==> src/rtl/store_addr_path.sv <==
module store_addr_path #(
  parameter int DW = 16,
  parameter int AW = 4,
  parameter int RW = 4,
  parameter int QD = 2
) (
  input  logic          clk,
  input  logic          rst_n,
  input  logic          st_valid,
  input  logic [RW-1:0] st_dreg,
  input  logic [AW-1:0] st_base,
  input  logic [AW-1:0] st_imm,
  output logic [RW-1:0] rf_raddr,
  input  logic [DW-1:0] rf_rdata,
  output logic          mem_we,
  output logic [AW-1:0] mem_waddr,
  output logic [DW-1:0] mem_wdata,
  input  logic [AW-1:0] dbg_addr,
  output logic [DW-1:0] dbg_data
);
  localparam int MEMN = 1 << AW;
  localparam int QW   = (QD > 1) ? $clog2(QD) : 1;

  logic [RW-1:0] q_reg [QD];
  logic [AW-1:0] q_adr [QD];
  logic [QW-1:0] wp, rp;
  logic [QW:0]   cnt;
  logic [DW-1:0] mem [MEMN];

  logic          push, pop;
  logic [AW-1:0] gen_addr;

  assign gen_addr  = st_base + st_imm;
  assign pop       = (cnt != '0);
  assign push      = st_valid && (cnt != (QW+1)'(QD) || pop);
  assign rf_raddr  = q_reg[rp];
  assign mem_we    = pop;
  assign mem_waddr = q_adr[rp];
  assign mem_wdata = rf_rdata;
  assign dbg_data  = mem[dbg_addr];

  always_ff @(posedge clk) begin
    if (!rst_n) begin
      wp  <= '0;
      rp  <= '0;
      cnt <= '0;
      for (int i = 0; i < QD; i++) begin
        q_reg[i] <= '0;
        q_adr[i] <= '0;
      end
    end else begin
      if (push) begin
        q_reg[wp] <= st_dreg;
        q_adr[wp] <= gen_addr;
        wp        <= (wp == QW'(QD-1)) ? '0 : wp + 1'b1;
      end
      if (pop)
        rp <= (rp == QW'(QD-1)) ? '0 : rp + 1'b1;
      case ({push, pop})
        2'b10:   cnt <= cnt + 1'b1;
        2'b01:   cnt <= cnt - 1'b1;
        default: cnt <= cnt;
      endcase
    end
  end

  always_ff @(posedge clk) begin
    if (!rst_n) begin
      for (int i = 0; i < MEMN; i++) mem[i] <= '0;
    end else if (mem_we) begin
      mem[mem_waddr] <= mem_wdata;
    end
  end
endmodule


==> config.mk <==
export PLATFORM = sky130hd
export DESIGN_NAME = store_addr_path
export DESIGN_NICKNAME = d
export VERILOG_FILES = /design/src/rtl/store_addr_path.sv
export SDC_FILE = /design/constraint.sdc
export NUM_CORES = 1
export LEC_CHECK = 0
export ABC_CLOCK_PERIOD_IN_PS = 3950
export BUFFER_PORTS_ARGS = -buffer_cell sky130_fd_sc_hd__buf_4
export CAP_MARGIN = 20
export CORE_UTILIZATION = 31
export CTS_BUF_LIST = sky130_fd_sc_hd__clkbuf_8
export CTS_CLUSTER_DIAMETER = 50
export CTS_CLUSTER_SIZE = 14
export DETAILED_ROUTE_END_ITERATION = 16
export PLACE_DENSITY_LB_ADDON = 0.3
export SLEW_MARGIN = 10
export SYNTH_ARGS = -nofsm -noshare
export SYNTH_HDL_FRONTEND = slang
export SYNTH_SLANG_ARGS = --single-unit
==> constraint.sdc <==
create_clock -name clk -period 3.95 [get_ports clk]
set_input_delay 0.79 -clock clk [delete_from_list [all_inputs] [get_ports clk]]
set_output_delay 0.79 -clock clk [all_outputs]
set_load 0.03 [all_outputs]
==> flow_results.xml, run 1 <==
<?xml version="1.0" encoding="UTF-8"?>
<metrics>
  <group name="outcome">
    <metric name="outcome" unit="">finished, final reports clean</metric>
  </group>
  <group name="timing">
    <metric name="final_period_minus_worst_setup_slack" unit="ns">3.33</metric>
    <metric name="fmax" unit="MHz">301</metric>
    <metric name="hold_violations" unit="">0</metric>
    <metric name="whs" unit="ns">0.458</metric>
    <metric name="maxSlewViolCount" unit="">0</metric>
    <metric name="timing.final.setup_violations" unit="">0</metric>
    <metric name="timing.clock.skew" unit="ns">0.0375</metric>
    <metric name="grt_setup_unrepaired" unit="">no</metric>
    <metric name="max_slew.worst_pin.slew" unit="ns">0.809</metric>
    <metric name="tns" unit="ns">0</metric>
    <metric name="slew_headroom" unit="%">45.9</metric>
    <metric name="final_min_period_over_clock_period" unit="%">84.2</metric>
  </group>
  <group name="critical_path">
    <metric name="cp_cell_sequence" unit="">buf_4, buf_4, mux4_2, a22oi_1, nand2_1, buf_4</metric>
    <metric name="timing.critical_path.arrival" unit="ns">2.54</metric>
    <metric name="worst_path_dominant_cell_family" unit="">buffers and inverters</metric>
    <metric name="critical_path.max_fanout" unit="">13</metric>
    <metric name="cpMaxStageDelayCell" unit="">sky130_fd_sc_hd__mux4_2</metric>
    <metric name="timing.critical_path.required" unit="ns">3.16</metric>
    <metric name="timing_worst_setup_path_type" unit="">input port to output pin</metric>
    <metric name="critical_path.endpoint_type" unit="">output pin</metric>
    <metric name="setup.reg_to_reg.worst_slack" unit="ns">1.24</metric>
    <metric name="timing.critical_path.mode_cell" unit="">sky130_fd_sc_hd__buf_4</metric>
    <metric name="crit_path_start_kind" unit="">input port</metric>
    <metric name="cpPeakStageDelay" unit="ns">0.54</metric>
    <metric name="critPathLaunch" unit="">dbg_addr[0]</metric>
    <metric name="path_depth" unit="">6</metric>
    <metric name="worst-path-buf-inv" unit="">3</metric>
    <metric name="critical_path.reg2reg.endpoint" unit="">mem[11][2]$_SDFFCE_PN0P_</metric>
    <metric name="worst_setup_path_endpoint" unit="">dbg_data[10]</metric>
    <metric name="worst_r2r_path_depth" unit="">4</metric>
  </group>
  <group name="grt">
    <metric name="grt_remaining_overflow" unit="">0</metric>
    <metric name="number_of_antenna_violations_at_the_first_check_in_global_routing" unit="">1</metric>
    <metric name="maximum_number_of_pins_on_one_net_before_global_route_repair" unit="">33</metric>
    <metric name="globalRouteTotalUtil" unit="%">17.1</metric>
    <metric name="first_global_vias" unit="">7846</metric>
    <metric name="grt_pass1_wl" unit="mm">51.0</metric>
  </group>
  <group name="pwr">
    <metric name="pwr-share-comb" unit="%">19.4</metric>
    <metric name="power.switching_fraction" unit="%">30.8</metric>
    <metric name="seq_power_share" unit="%">50.7</metric>
    <metric name="leakage" unit="nW">5.11</metric>
    <metric name="vdd.ir_drop.worst" unit="V">0.000293</metric>
    <metric name="internal-power" unit="W">0.00481</metric>
    <metric name="power.share.clock" unit="%">29.9</metric>
    <metric name="switching_power" unit="W">0.00214</metric>
    <metric name="power_dens_cells" unit="nW/um^2">486</metric>
  </group>
  <group name="placed_design">
    <metric name="place.detailed.hpwl" unit="mm">21.5</metric>
    <metric name="port_buffers" unit="">75</metric>
    <metric name="finalWeightedCongestion" unit="">0.777</metric>
  </group>
  <group name="routing">
    <metric name="number_of_violations_reported_at_the_end_of_detailed_routing_iteration_0" unit="">750</metric>
    <metric name="finalWirelength" unit="mm">34.7</metric>
    <metric name="ant_nets" unit="">0</metric>
    <metric name="drt_drc_violations_left" unit="">0</metric>
    <metric name="detail_route.first_pass.iterations" unit="">5</metric>
    <metric name="average_via_count_per_standard_cell" unit="">5.17</metric>
    <metric name="dr_total_vias" unit="">7731</metric>
    <metric name="detail_route.wl_per_cell" unit="microns">23.2</metric>
  </group>
  <group name="clock_tree">
    <metric name="clock_tree.htree_level_count" unit="">1</metric>
    <metric name="numClockSinks" unit="">277</metric>
    <metric name="post_cts.resized_instances" unit="">0</metric>
    <metric name="ctsRootBufferMaster" unit="">sky130_fd_sc_hd__clkbuf_8</metric>
    <metric name="hold_buffers" unit="">0</metric>
    <metric name="cts_tree" unit="">yes</metric>
    <metric name="clock_latency" unit="ns">0.64</metric>
    <metric name="tritoncts.num_buffers" unit="">30</metric>
    <metric name="clk_path_buf_depth" unit="">3</metric>
    <metric name="cts_setup_buffers" unit="">0</metric>
    <metric name="cts.reportedPaths.clkPinSlew" unit="ns">0.08</metric>
  </group>
  <group name="logic_synthesis">
    <metric name="muxShareOfSynthArea" unit="%">12.2</metric>
    <metric name="flip_flop_cell_with_the_highest_count_after_synthesis" unit="">sky130_fd_sc_hd__edfxtp_1</metric>
    <metric name="synth.avg_cell_area" unit="sq um">14.1</metric>
    <metric name="synth-compound-area-share" unit="%">3.68</metric>
    <metric name="synth_sequential_area_ratio" unit="%">66.7</metric>
    <metric name="number_of_unique_standard_cell_types_used_by_synthesis" unit="">41</metric>
    <metric name="synthAdderAreaFrac" unit="%">0.565</metric>
    <metric name="synth_fp_nets" unit="">920</metric>
    <metric name="synth_edf_count" unit="">272</metric>
    <metric name="post_synth_inst_count" unit="">880</metric>
    <metric name="yosysWarnings" unit="">0</metric>
    <metric name="syn-cell-area" unit="sq um">12400</metric>
    <metric name="post_synthesis_xor_xnor_area_fraction" unit="%">0.424</metric>
    <metric name="async_reset_ff_share" unit="%">0</metric>
    <metric name="synth-seq-cells" unit="">277</metric>
    <metric name="main_combinational_cell_family_by_area_after_synthesis" unit="">simple AND/OR/NAND/NOR gates</metric>
    <metric name="fraction_of_the_mapped_netlist_area_in_simple_logic_gates" unit="%">13.0</metric>
  </group>
  <group name="final_layout">
    <metric name="insertedDiodeCount" unit="">0</metric>
    <metric name="nFillCells" unit="">3756</metric>
    <metric name="drive_above_1_share" unit="%">27.6</metric>
    <metric name="final_net_count" unit="">996</metric>
    <metric name="area.growth.synth_to_final" unit="%">15.4</metric>
    <metric name="most_used_cells_in_the_layout_excluding_fill_and_tap_cells" unit="">272 x sky130_fd_sc_hd__edfxtp_1, 231 x sky130_fd_sc_hd__nor2_1, 118 x sky130_fd_sc_hd__buf_4, 73 x sky130_fd_sc_hd__nand2_1, 64 x sky130_fd_sc_hd__mux4_2</metric>
    <metric name="multi_input_area" unit="sq um">3780</metric>
    <metric name="seq_area" unit="sq um">8270</metric>
    <metric name="mostFrequentLayoutCell" unit="">sky130_fd_sc_hd__edfxtp_1</metric>
    <metric name="max_ffs_per_register" unit="">256</metric>
  </group>
  <group name="floorplan">
    <metric name="rows" unit="">72</metric>
    <metric name="floorplan.core_area" unit="sq um">39000</metric>
    <metric name="io_pins" unit="">76</metric>
    <metric name="die_y" unit="microns">202</metric>
    <metric name="dieWidth" unit="microns">202</metric>
    <metric name="floorplan.die_area" unit="sq um">40800</metric>
    <metric name="initial_standard_cell_utilization_of_the_core" unit="%">31.8</metric>
  </group>
  <group name="hold_path">
    <metric name="holdCritPathClass" unit="">input port to flip-flop</metric>
    <metric name="holdCritStartpoint" unit="">st_dreg[2]</metric>
  </group>
  <group name="job">
    <metric name="max_cap_violations" unit="">0</metric>
  </group>
</metrics>
==> stage by stage <==
step | util, % | instance area [sq um] | setup slack [ns] | power (W) | instances
floorplan | - | 12400 | 0.729 | 0.00440 | 880
global placement | 35.0 | 13700 | 0.625 | 0.00493 | 1442
detailed placement | 35.0 | 13700 | 0.590 | 0.00495 | 1442
CTS | 36.7 | 14300 | 0.591 | 0.00699 | 1496
global route | 36.7 | 14300 | 0.484 | 0.00719 | 1496
finish | 36.7 | 14300 | 0.623 | 0.00695 | 1496
==> layer usage <==
layer	track usage [%]	up-vias	part of all wire [%]
li1	-	3378	-
met1	23.5	3952	42
met2	27.6	353	47
met3	3.82	48	9.6
met4	3.79	0	1.8
met5	0	-	0
==> power groups by stage <==
stage | clock network (W) | registers, W | logic, W
5_1_grt | 0.00221 | 0.00355 | 0.00143
2_1_floorplan | 0 | 0.00355 | 0.000847
4_1_cts | 0.00211 | 0.00353 | 0.00135
6_report | 0.00208 | 0.00353 | 0.00135
3_3_place_gp | 0 | 0.00359 | 0.00134
3_5_place_dp | 0 | 0.00360 | 0.00135
==> area by class of cell <==
type	instances	area share, %
Sequential cell	277	57.8
Multi-Input combinational cell	522	26.4
Timing Repair Buffer	121	6.61
Tap cell	518	4.53
Clock buffer	30	2.89
Clock inverter	24	1.64
Inverter	4	0.105
==> how the worst min path moves through the flow <==
stage                     slack [ns]  cells past startpoint                         to
after floorplan                 0.49                      2        cnt[1]$_SDFFE_PN0P_
after global placement          0.52                      2        cnt[1]$_SDFFE_PN0P_
after detailed placement        0.52                      2            rp$_SDFFE_PN0P_
after CTS                       0.43                      2  q_reg[0][2]$_SDFFCE_PN0P_
after global routing            0.43                      2  q_reg[0][1]$_SDFFCE_PN0P_
final                           0.46                      2  q_reg[0][2]$_SDFFCE_PN0P_
==> worst register-to-register path, delay by kind of cell, from the launching register on <==
kind            cells  cell delay [ns]
flops               1             0.83
compound gates      1             0.41
mux                 1             0.40
buf+inv             1             0.40
simple gates        1             0.33
==> synthesized netlist by cell type (all sizes together) (3+ instances only) <==
master | n | share of area (%)
nor2b | 3 | 0.15
edfxtp | 272 | 66
and2 | 15 | 0.76
mux4 | 64 | 12
dfxtp | 5 | 0.81
mux2 | 6 | 0.61
xnor2 | 5 | 0.35
o21ai | 20 | 0.81
clkbuf | 33 | 1.0
nor2 | 231 | 7.0
nand2b | 7 | 0.41
nand2 | 77 | 2.4
buf | 44 | 2.3
and3 | 36 | 1.8
ha | 4 | 0.40
a22oi | 32 | 1.9
inv | 4 | 0.12
==> cells by family after synthesis <==
| logic type | Yosys count |
|---|---|
| and+or+nand+nor | 377 |
| muxes | 70 |
| buffers and inverters | 81 |
| AOI/OAI and AO/OA | 64 |
| adders and majority gates | 5 |
| DFF | 277 |
| xor gates and xnor gates | 6 |
No activity file was read; power rests on OpenSTA's default activity.
==> run 2, diff against run 1 <==
- ABC_AREA: not set -> 1
- ABC_CLOCK_PERIOD_IN_PS: 3950 -> 2900
- clock period: 3.95 -> 2.9 ns (I/O delays scaled with it)
==> flow_results.xml, run 2 <==
<?xml version="1.0" encoding="UTF-8"?>
<metrics>
  <group name="timing">
    <metric name="grt_setup_unrepaired" unit="">no</metric>
    <metric name="max_slew.worst_pin.slew" unit="ns">0.821</metric>
    <metric name="timing.clock.skew" unit="ns">0.0295</metric>
    <metric name="hold_violations" unit="">0</metric>
    <metric name="timing.final.setup_violations" unit="">0</metric>
    <metric name="final_period_minus_worst_setup_slack" unit="ns">2.56</metric>
    <metric name="slew_headroom" unit="%">45.2</metric>
    <metric name="maxSlewViolCount" unit="">0</metric>
    <metric name="tns" unit="ns">0</metric>
    <metric name="finalWorstSetupSlack" unit="ns">0.344</metric>
    <metric name="final_min_period_over_clock_period" unit="%">88.1</metric>
    <metric name="fmax" unit="MHz">391</metric>
  </group>
  <group name="routing">
    <metric name="finalWirelength" unit="mm">36.6</metric>
    <metric name="ant_nets" unit="">0</metric>
    <metric name="detail_route.wl_per_cell" unit="microns">16.9</metric>
    <metric name="detail_route.first_pass.iterations" unit="">5</metric>
    <metric name="average_via_count_per_standard_cell" unit="">4.68</metric>
    <metric name="drt_drc_violations_left" unit="">0</metric>
    <metric name="number_of_violations_reported_at_the_end_of_detailed_routing_iteration_0" unit="">752</metric>
    <metric name="dr_total_vias" unit="">10155</metric>
  </group>
  <group name="final_layout">
    <metric name="mostFrequentLayoutCell" unit="">sky130_fd_sc_hd__nand2_1</metric>
    <metric name="final_net_count" unit="">1604</metric>
    <metric name="max_ffs_per_register" unit="">256</metric>
    <metric name="nFillCells" unit="">4485</metric>
    <metric name="insertedDiodeCount" unit="">0</metric>
    <metric name="most_used_cells_in_the_layout_excluding_fill_and_tap_cells" unit="">359 x sky130_fd_sc_hd__nand2_1, 272 x sky130_fd_sc_hd__edfxtp_1, 245 x sky130_fd_sc_hd__nor2_1, 224 x sky130_fd_sc_hd__inv_1, 195 x sky130_fd_sc_hd__nand3_1</metric>
    <metric name="area.growth.synth_to_final" unit="%">14.4</metric>
    <metric name="stdcell_count" unit="">2168</metric>
    <metric name="multi_input_area" unit="sq um">4000</metric>
    <metric name="drive_above_1_share" unit="%">14.4</metric>
    <metric name="seq_area" unit="sq um">8270</metric>
    <metric name="post-route-util" unit="%">36.2</metric>
  </group>
  <group name="logic_synthesis">
    <metric name="post_synthesis_xor_xnor_area_fraction" unit="%">0.192</metric>
    <metric name="async_reset_ff_share" unit="%">0</metric>
    <metric name="number_of_unique_standard_cell_types_used_by_synthesis" unit="">34</metric>
    <metric name="yosysWarnings" unit="">0</metric>
    <metric name="synthAdderAreaFrac" unit="%">0.511</metric>
    <metric name="main_combinational_cell_family_by_area_after_synthesis" unit="">simple AND/OR/NAND/NOR gates</metric>
    <metric name="synth.largest_area_cell" unit="">sky130_fd_sc_hd__edfxtp_1</metric>
    <metric name="library_cell_with_the_highest_instance_count_after_synthesis" unit="">sky130_fd_sc_hd__nand2_1</metric>
    <metric name="netlist_top_cells_area" unit="">sky130_fd_sc_hd__edfxtp_1 60%, sky130_fd_sc_hd__nand2_1 9.8%, sky130_fd_sc_hd__nand3_1 7.1%</metric>
    <metric name="synth-seq-cells" unit="">277</metric>
    <metric name="muxShareOfSynthArea" unit="%">0.329</metric>
    <metric name="syn-cell-area" unit="sq um">13700</metric>
    <metric name="synth-compound-area-share" unit="%">0.922</metric>
    <metric name="synth.avg_cell_area" unit="sq um">9.11</metric>
    <metric name="fraction_of_the_mapped_netlist_area_in_simple_logic_gates" unit="%">27.2</metric>
    <metric name="synth_edf_count" unit="">272</metric>
    <metric name="synth_fp_nets" unit="">1544</metric>
    <metric name="synth_top_area_share" unit="%">59.6</metric>
    <metric name="post_synth_inst_count" unit="">1504</metric>
    <metric name="flip_flop_cell_with_the_highest_count_after_synthesis" unit="">sky130_fd_sc_hd__edfxtp_1</metric>
    <metric name="synth_sequential_area_ratio" unit="%">60.3</metric>
    <metric name="netlist_top_cells_count" unit="">359 x sky130_fd_sc_hd__nand2_1, 272 x sky130_fd_sc_hd__edfxtp_1, 245 x sky130_fd_sc_hd__nor2_1, 224 x sky130_fd_sc_hd__inv_1, 195 x sky130_fd_sc_hd__nand3_1</metric>
  </group>
  <group name="hold_path">
    <metric name="holdCritPathClass" unit="">input port to flip-flop</metric>
    <metric name="hold_depth" unit="">4</metric>
  </group>
  <group name="clock_tree">
    <metric name="clk_path_buf_depth" unit="">3</metric>
    <metric name="hold_buffers" unit="">0</metric>
    <metric name="clock_latency" unit="ns">0.63</metric>
    <metric name="ctsRootBufferMaster" unit="">sky130_fd_sc_hd__clkbuf_8</metric>
    <metric name="numClockSinks" unit="">277</metric>
    <metric name="cts.reportedPaths.clkPinSlew" unit="ns">0.09</metric>
    <metric name="cts_tree" unit="">yes</metric>
    <metric name="tritoncts.num_buffers" unit="">30</metric>
    <metric name="clock_tree.htree_level_count" unit="">1</metric>
    <metric name="post_cts.resized_instances" unit="">0</metric>
    <metric name="cts_setup_buffers" unit="">0</metric>
  </group>
  <group name="outcome">
    <metric name="outcome" unit="">finished, final reports clean</metric>
  </group>
  <group name="placed_design">
    <metric name="finalWeightedCongestion" unit="">0.813</metric>
    <metric name="pre_cts_ws" unit="ns">0.406</metric>
    <metric name="place.detailed.hpwl" unit="mm">24.2</metric>
    <metric name="dp_cells" unit="">2117</metric>
    <metric name="port_buffers" unit="">75</metric>
  </group>
  <group name="grt">
    <metric name="grt_remaining_overflow" unit="">0</metric>
    <metric name="number_of_antenna_violations_at_the_first_check_in_global_routing" unit="">0</metric>
    <metric name="maximum_number_of_pins_on_one_net_before_global_route_repair" unit="">80</metric>
    <metric name="grt_pass1_wl" unit="mm">57.4</metric>
    <metric name="globalRouteTotalUtil" unit="%">16.7</metric>
    <metric name="first_global_vias" unit="">10097</metric>
  </group>
  <group name="critical_path">
    <metric name="worst_r2r_path_depth" unit="">6</metric>
    <metric name="timing.critical_path.required" unit="ns">2.32</metric>
    <metric name="timing.critical_path.arrival" unit="ns">1.98</metric>
    <metric name="critical_path.endpoint_type" unit="">output pin</metric>
    <metric name="critical_path.max_fanout" unit="">10</metric>
    <metric name="crit_path_start_kind" unit="">flip-flop</metric>
    <metric name="timing_worst_setup_path_type" unit="">flip-flop to output pin</metric>
  </group>
  <group name="floorplan">
    <metric name="io_pins" unit="">76</metric>
    <metric name="dieWidth" unit="microns">212</metric>
    <metric name="rows" unit="">76</metric>
    <metric name="die_y" unit="microns">212</metric>
    <metric name="floorplan.die_area" unit="sq um">45000</metric>
    <metric name="floorplan.core_area" unit="sq um">43400</metric>
    <metric name="initial_standard_cell_utilization_of_the_core" unit="%">31.6</metric>
  </group>
  <group name="pwr">
    <metric name="power_dens_cells" unit="nW/um^2">621</metric>
    <metric name="leakage" unit="nW">7.00</metric>
    <metric name="vdd.ir_drop.worst" unit="V">0.000457</metric>
  </group>
  <group name="job">
    <metric name="max_cap_violations" unit="">0</metric>
  </group>
</metrics>
-- run 2: changes by cell type in the layout (fill, tap and decap cells not counted), sizes merged, moves of 11 or more --
cell   change
a22oi     -32
and2      -15
and3      -36
buf       +14
inv      +223
mux4      -64
nand2    +302
nand3    +195
nor2      +21
nor3      +34
o21ai     -11
-- run 2: final timing paths --
kind / from / end / slack (ns)
max: flip-flop / mem_waddr[2] / 0.34
min: st_valid / wp$_SDFFE_PN0P_ / 0.27
min reg2reg: rp$_SDFFE_PN0P_ / rp$_SDFFE_PN0P_ / 0.46
max reg2reg: flip-flop / mem[8][12]$_SDFFCE_PN0P_ / 0.73
-- run 2: metal layers --
layer / part of all wire, % / track usage [%] / up-vias
met2: 46 / 27.1 / 301
met5: 0 / 0 / -
li1: - / - / 4862
met4: 2.8 / 4.91 / 0
met3: 5.7 / 2.45 / 60
met1: 45 / 23.0 / 4932
-- run 2: power by group --
part,total (W),internal (W),switching (W)
Combinational,0.00193,0.000572,0.00136
Clock,0.00298,0.00147,0.00151
Sequential,0.00482,0.00472,0.0000995
Total,0.00973,0.00676,0.00297
-- run 2: area by class of cell --
cell class	instances	share of cell area [%]
clock buffers	31	2.72
clock inverters	20	1.59
inverters	229	5.53
multi-input cells	891	25.5
flip-flops and latches	277	52.7
well taps	585	4.67
repair buffers	135	7.26
-- run 2: stage by stage --
| stage | total power, W | instance area, sq um | hold WS (ns) |
|---|---|---|---|
| after CTS | 0.00984 | 15700 | 0.239 |
| after detailed placement | 0.00686 | 15000 | 0.449 |
| final | 0.00973 | 15700 | 0.272 |
| after global routing | 0.0102 | 15700 | 0.252 |
| after global placement | 0.00684 | 15000 | 0.435 |
| after floorplan | 0.00621 | 13700 | 0.426 |
-- run 2: cell families after synthesis --
logic type / after synthesis
adder cells (fa/ha/maj): 5
AND/OR/NAND/NOR: 862
flip-flops: 277
buffers and inverters: 336
multiplexers: 4
AO/OA/AOI/OAI: 17
XOR/XNOR: 3
-- run 2: critical path, cell delays in order (launching register included) --
cell and delay, ns:
sky130_fd_sc_hd__dfxtp_1 0.58, sky130_fd_sc_hd__buf_4 0.24, sky130_fd_sc_hd__nor2_2 0.06, sky130_fd_sc_hd__a21oi_4 0.25
sky130_fd_sc_hd__buf_4 0.22
==> run 3, diff against run 2 <==
- CORE_UTILIZATION: 31 -> 35
==> flow_results.xml, run 3 (synthesis gave the netlist of run 2 again) <==
<?xml version="1.0" encoding="UTF-8"?>
<metrics>
  <group name="outcome">
    <metric name="outcome" unit="">finished, final reports clean</metric>
  </group>
  <group name="routing">
    <metric name="ant_nets" unit="">0</metric>
    <metric name="detail_route.first_pass.iterations" unit="">6</metric>
    <metric name="drt_drc_violations_left" unit="">0</metric>
    <metric name="number_of_violations_reported_at_the_end_of_detailed_routing_iteration_0" unit="">861</metric>
    <metric name="detail_route.wl_per_cell" unit="microns">17.2</metric>
    <metric name="dr_total_vias" unit="">10033</metric>
    <metric name="finalWirelength" unit="mm">36.2</metric>
    <metric name="average_via_count_per_standard_cell" unit="">4.76</metric>
  </group>
  <group name="timing">
    <metric name="maxSlewViolCount" unit="">0</metric>
    <metric name="fmax" unit="MHz">388</metric>
    <metric name="timing.final.setup_violations" unit="">0</metric>
    <metric name="final_min_period_over_clock_period" unit="%">88.8</metric>
    <metric name="tns" unit="ns">0</metric>
    <metric name="whs" unit="ns">0.321</metric>
    <metric name="slew_headroom" unit="%">47.8</metric>
    <metric name="grt_setup_unrepaired" unit="">no</metric>
    <metric name="max_slew.worst_pin.slew" unit="ns">0.781</metric>
    <metric name="hold_violations" unit="">0</metric>
    <metric name="final_period_minus_worst_setup_slack" unit="ns">2.57</metric>
    <metric name="timing.clock.skew" unit="ns">0.0385</metric>
  </group>
  <group name="pwr">
    <metric name="leakage" unit="nW">6.99</metric>
    <metric name="power_dens_cells" unit="nW/um^2">625</metric>
    <metric name="vdd.ir_drop.worst" unit="V">0.000440</metric>
  </group>
  <group name="clock_tree">
    <metric name="numClockSinks" unit="">277</metric>
    <metric name="cts_setup_buffers" unit="">0</metric>
    <metric name="clock_tree.htree_level_count" unit="">2</metric>
    <metric name="clk_path_buf_depth" unit="">3</metric>
    <metric name="ctsRootBufferMaster" unit="">sky130_fd_sc_hd__clkbuf_8</metric>
    <metric name="post_cts.resized_instances" unit="">0</metric>
    <metric name="tritoncts.num_buffers" unit="">35</metric>
    <metric name="cts.reportedPaths.clkPinSlew" unit="ns">0.07</metric>
    <metric name="hold_buffers" unit="">0</metric>
    <metric name="clock_latency" unit="ns">0.59</metric>
    <metric name="cts_tree" unit="">yes</metric>
  </group>
  <group name="hold_path">
    <metric name="min_to" unit="">wp$_SDFFE_PN0P_</metric>
    <metric name="hold_depth" unit="">4</metric>
    <metric name="holdCritStartpoint" unit="">st_valid</metric>
    <metric name="holdCritPathClass" unit="">input port to flip-flop</metric>
  </group>
  <group name="floorplan">
    <metric name="floorplan.core_area" unit="sq um">38600</metric>
    <metric name="rows" unit="">72</metric>
    <metric name="die_y" unit="microns">200</metric>
    <metric name="initial_standard_cell_utilization_of_the_core" unit="%">35.5</metric>
    <metric name="io_pins" unit="">76</metric>
    <metric name="floorplan.die_area" unit="sq um">39900</metric>
    <metric name="dieWidth" unit="microns">200</metric>
  </group>
  <group name="final_layout">
    <metric name="area.growth.synth_to_final" unit="%">13.9</metric>
    <metric name="max_ffs_per_register" unit="">256</metric>
    <metric name="nFillCells" unit="">3835</metric>
    <metric name="most_used_cells_in_the_layout_excluding_fill_and_tap_cells" unit="">359 x sky130_fd_sc_hd__nand2_1, 272 x sky130_fd_sc_hd__edfxtp_1, 245 x sky130_fd_sc_hd__nor2_1, 225 x sky130_fd_sc_hd__inv_1, 195 x sky130_fd_sc_hd__nand3_1</metric>
    <metric name="final_net_count" unit="">1602</metric>
    <metric name="seq_area" unit="sq um">8270</metric>
    <metric name="insertedDiodeCount" unit="">0</metric>
    <metric name="drive_above_1_share" unit="%">14.6</metric>
    <metric name="multi_input_area" unit="sq um">4000</metric>
    <metric name="mostFrequentLayoutCell" unit="">sky130_fd_sc_hd__nand2_1</metric>
  </group>
  <group name="grt">
    <metric name="maximum_number_of_pins_on_one_net_before_global_route_repair" unit="">105</metric>
    <metric name="grt_remaining_overflow" unit="">0</metric>
    <metric name="first_global_vias" unit="">10065</metric>
    <metric name="globalRouteTotalUtil" unit="%">18.8</metric>
    <metric name="number_of_antenna_violations_at_the_first_check_in_global_routing" unit="">0</metric>
    <metric name="grt_pass1_wl" unit="mm">56.5</metric>
  </group>
  <group name="critical_path">
    <metric name="setup.reg_to_reg.worst_slack" unit="ns">0.72</metric>
    <metric name="timing_worst_setup_path_type" unit="">input port to output pin</metric>
    <metric name="timing.critical_path.required" unit="ns">2.32</metric>
    <metric name="crit_path_start_kind" unit="">input port</metric>
    <metric name="critical_path.endpoint_type" unit="">output pin</metric>
    <metric name="timing.critical_path.arrival" unit="ns">1.99</metric>
    <metric name="worst_r2r_path_depth" unit="">6</metric>
    <metric name="critical_path.max_fanout" unit="">49</metric>
    <metric name="critical_path.reg2reg.endpoint" unit="">mem[3][7]$_SDFFCE_PN0P_</metric>
  </group>
  <group name="job">
    <metric name="max_cap_violations" unit="">0</metric>
  </group>
  <group name="placed_design">
    <metric name="port_buffers" unit="">75</metric>
    <metric name="finalWeightedCongestion" unit="">0.816</metric>
    <metric name="place.detailed.hpwl" unit="mm">23.0</metric>
  </group>
</metrics>
==> run 3: how the worst max path moves through the flow <==
stage                            from                       to  slack (ns)  depth (start not counted)
after CTS                 dbg_addr[0]              dbg_data[9]        0.34                         10
after global placement    dbg_addr[0]              dbg_data[0]        0.36                         11
after floorplan                 rst_n  mem[3][0]$_SDFFCE_PN0P_        0.24                          5
after global routing      dbg_addr[0]              dbg_data[9]        0.22                         10
after detailed placement  dbg_addr[0]              dbg_data[9]        0.34                         10
final                     dbg_addr[0]              dbg_data[3]        0.33                         10
==> run 3: critical path, stage by stage <==
cell	delay (ns)
sky130_fd_sc_hd__buf_4	0.13
sky130_fd_sc_hd__inv_4	0.20
sky130_fd_sc_hd__buf_12	0.28
sky130_fd_sc_hd__nand2_1	0.09
sky130_fd_sc_hd__nand2_1	0.07
sky130_fd_sc_hd__nand2_1	0.05
sky130_fd_sc_hd__nand3_1	0.08
sky130_fd_sc_hd__nand3_1	0.13
sky130_fd_sc_hd__nand2_1	0.15
sky130_fd_sc_hd__buf_4	0.18
==> run 3: area by class of cell <==
type / instances / area share, %
multi-input cells: 891 / 25.6
clock inverters: 28 / 1.52
flip-flops and latches: 277 / 53.0
repair buffers: 128 / 7.12
clock buffers: 35 / 3.09
inverters: 229 / 5.55
well taps: 518 / 4.15
==> run 3: report_power, final <==
group	leakage, nW	switching [W]	total [W]	internal, W
Sequential	2.86	0.0000970	0.00482	0.00472
Combinational	3.78	0.00135	0.00192	0.000569
Clock	0.349	0.00164	0.00302	0.00138
Total	6.99	0.00309	0.00976	0.00667
==> run 3: stage by stage <==
stage / std cells / total power (W) / utilization (%) / setup WS, ns / cell area, sq um
floorplan: 1504 / 0.00621 / - / 0.241 / 13700
global placement: 2043 / 0.00681 / 38.5 / 0.358 / 14900
detailed placement: 2043 / 0.00685 / 38.5 / 0.344 / 14900
CTS: 2106 / 0.00984 / 40.4 / 0.343 / 15600
global route: 2106 / 0.0102 / 40.4 / 0.218 / 15600
finish: 2106 / 0.00976 / 40.4 / 0.326 / 15600
==> run 3: metal layers <==
metal | vias to the layer above | track usage (%) | routed length (microns)
li1 | 4864 | - | -
met1 | 4822 | 25.3 | 16200
met2 | 287 | 30.9 | 17000
met3 | 60 | 3.13 | 2140
met4 | 0 | 5.77 | 819
met5 | - | 0 | 0
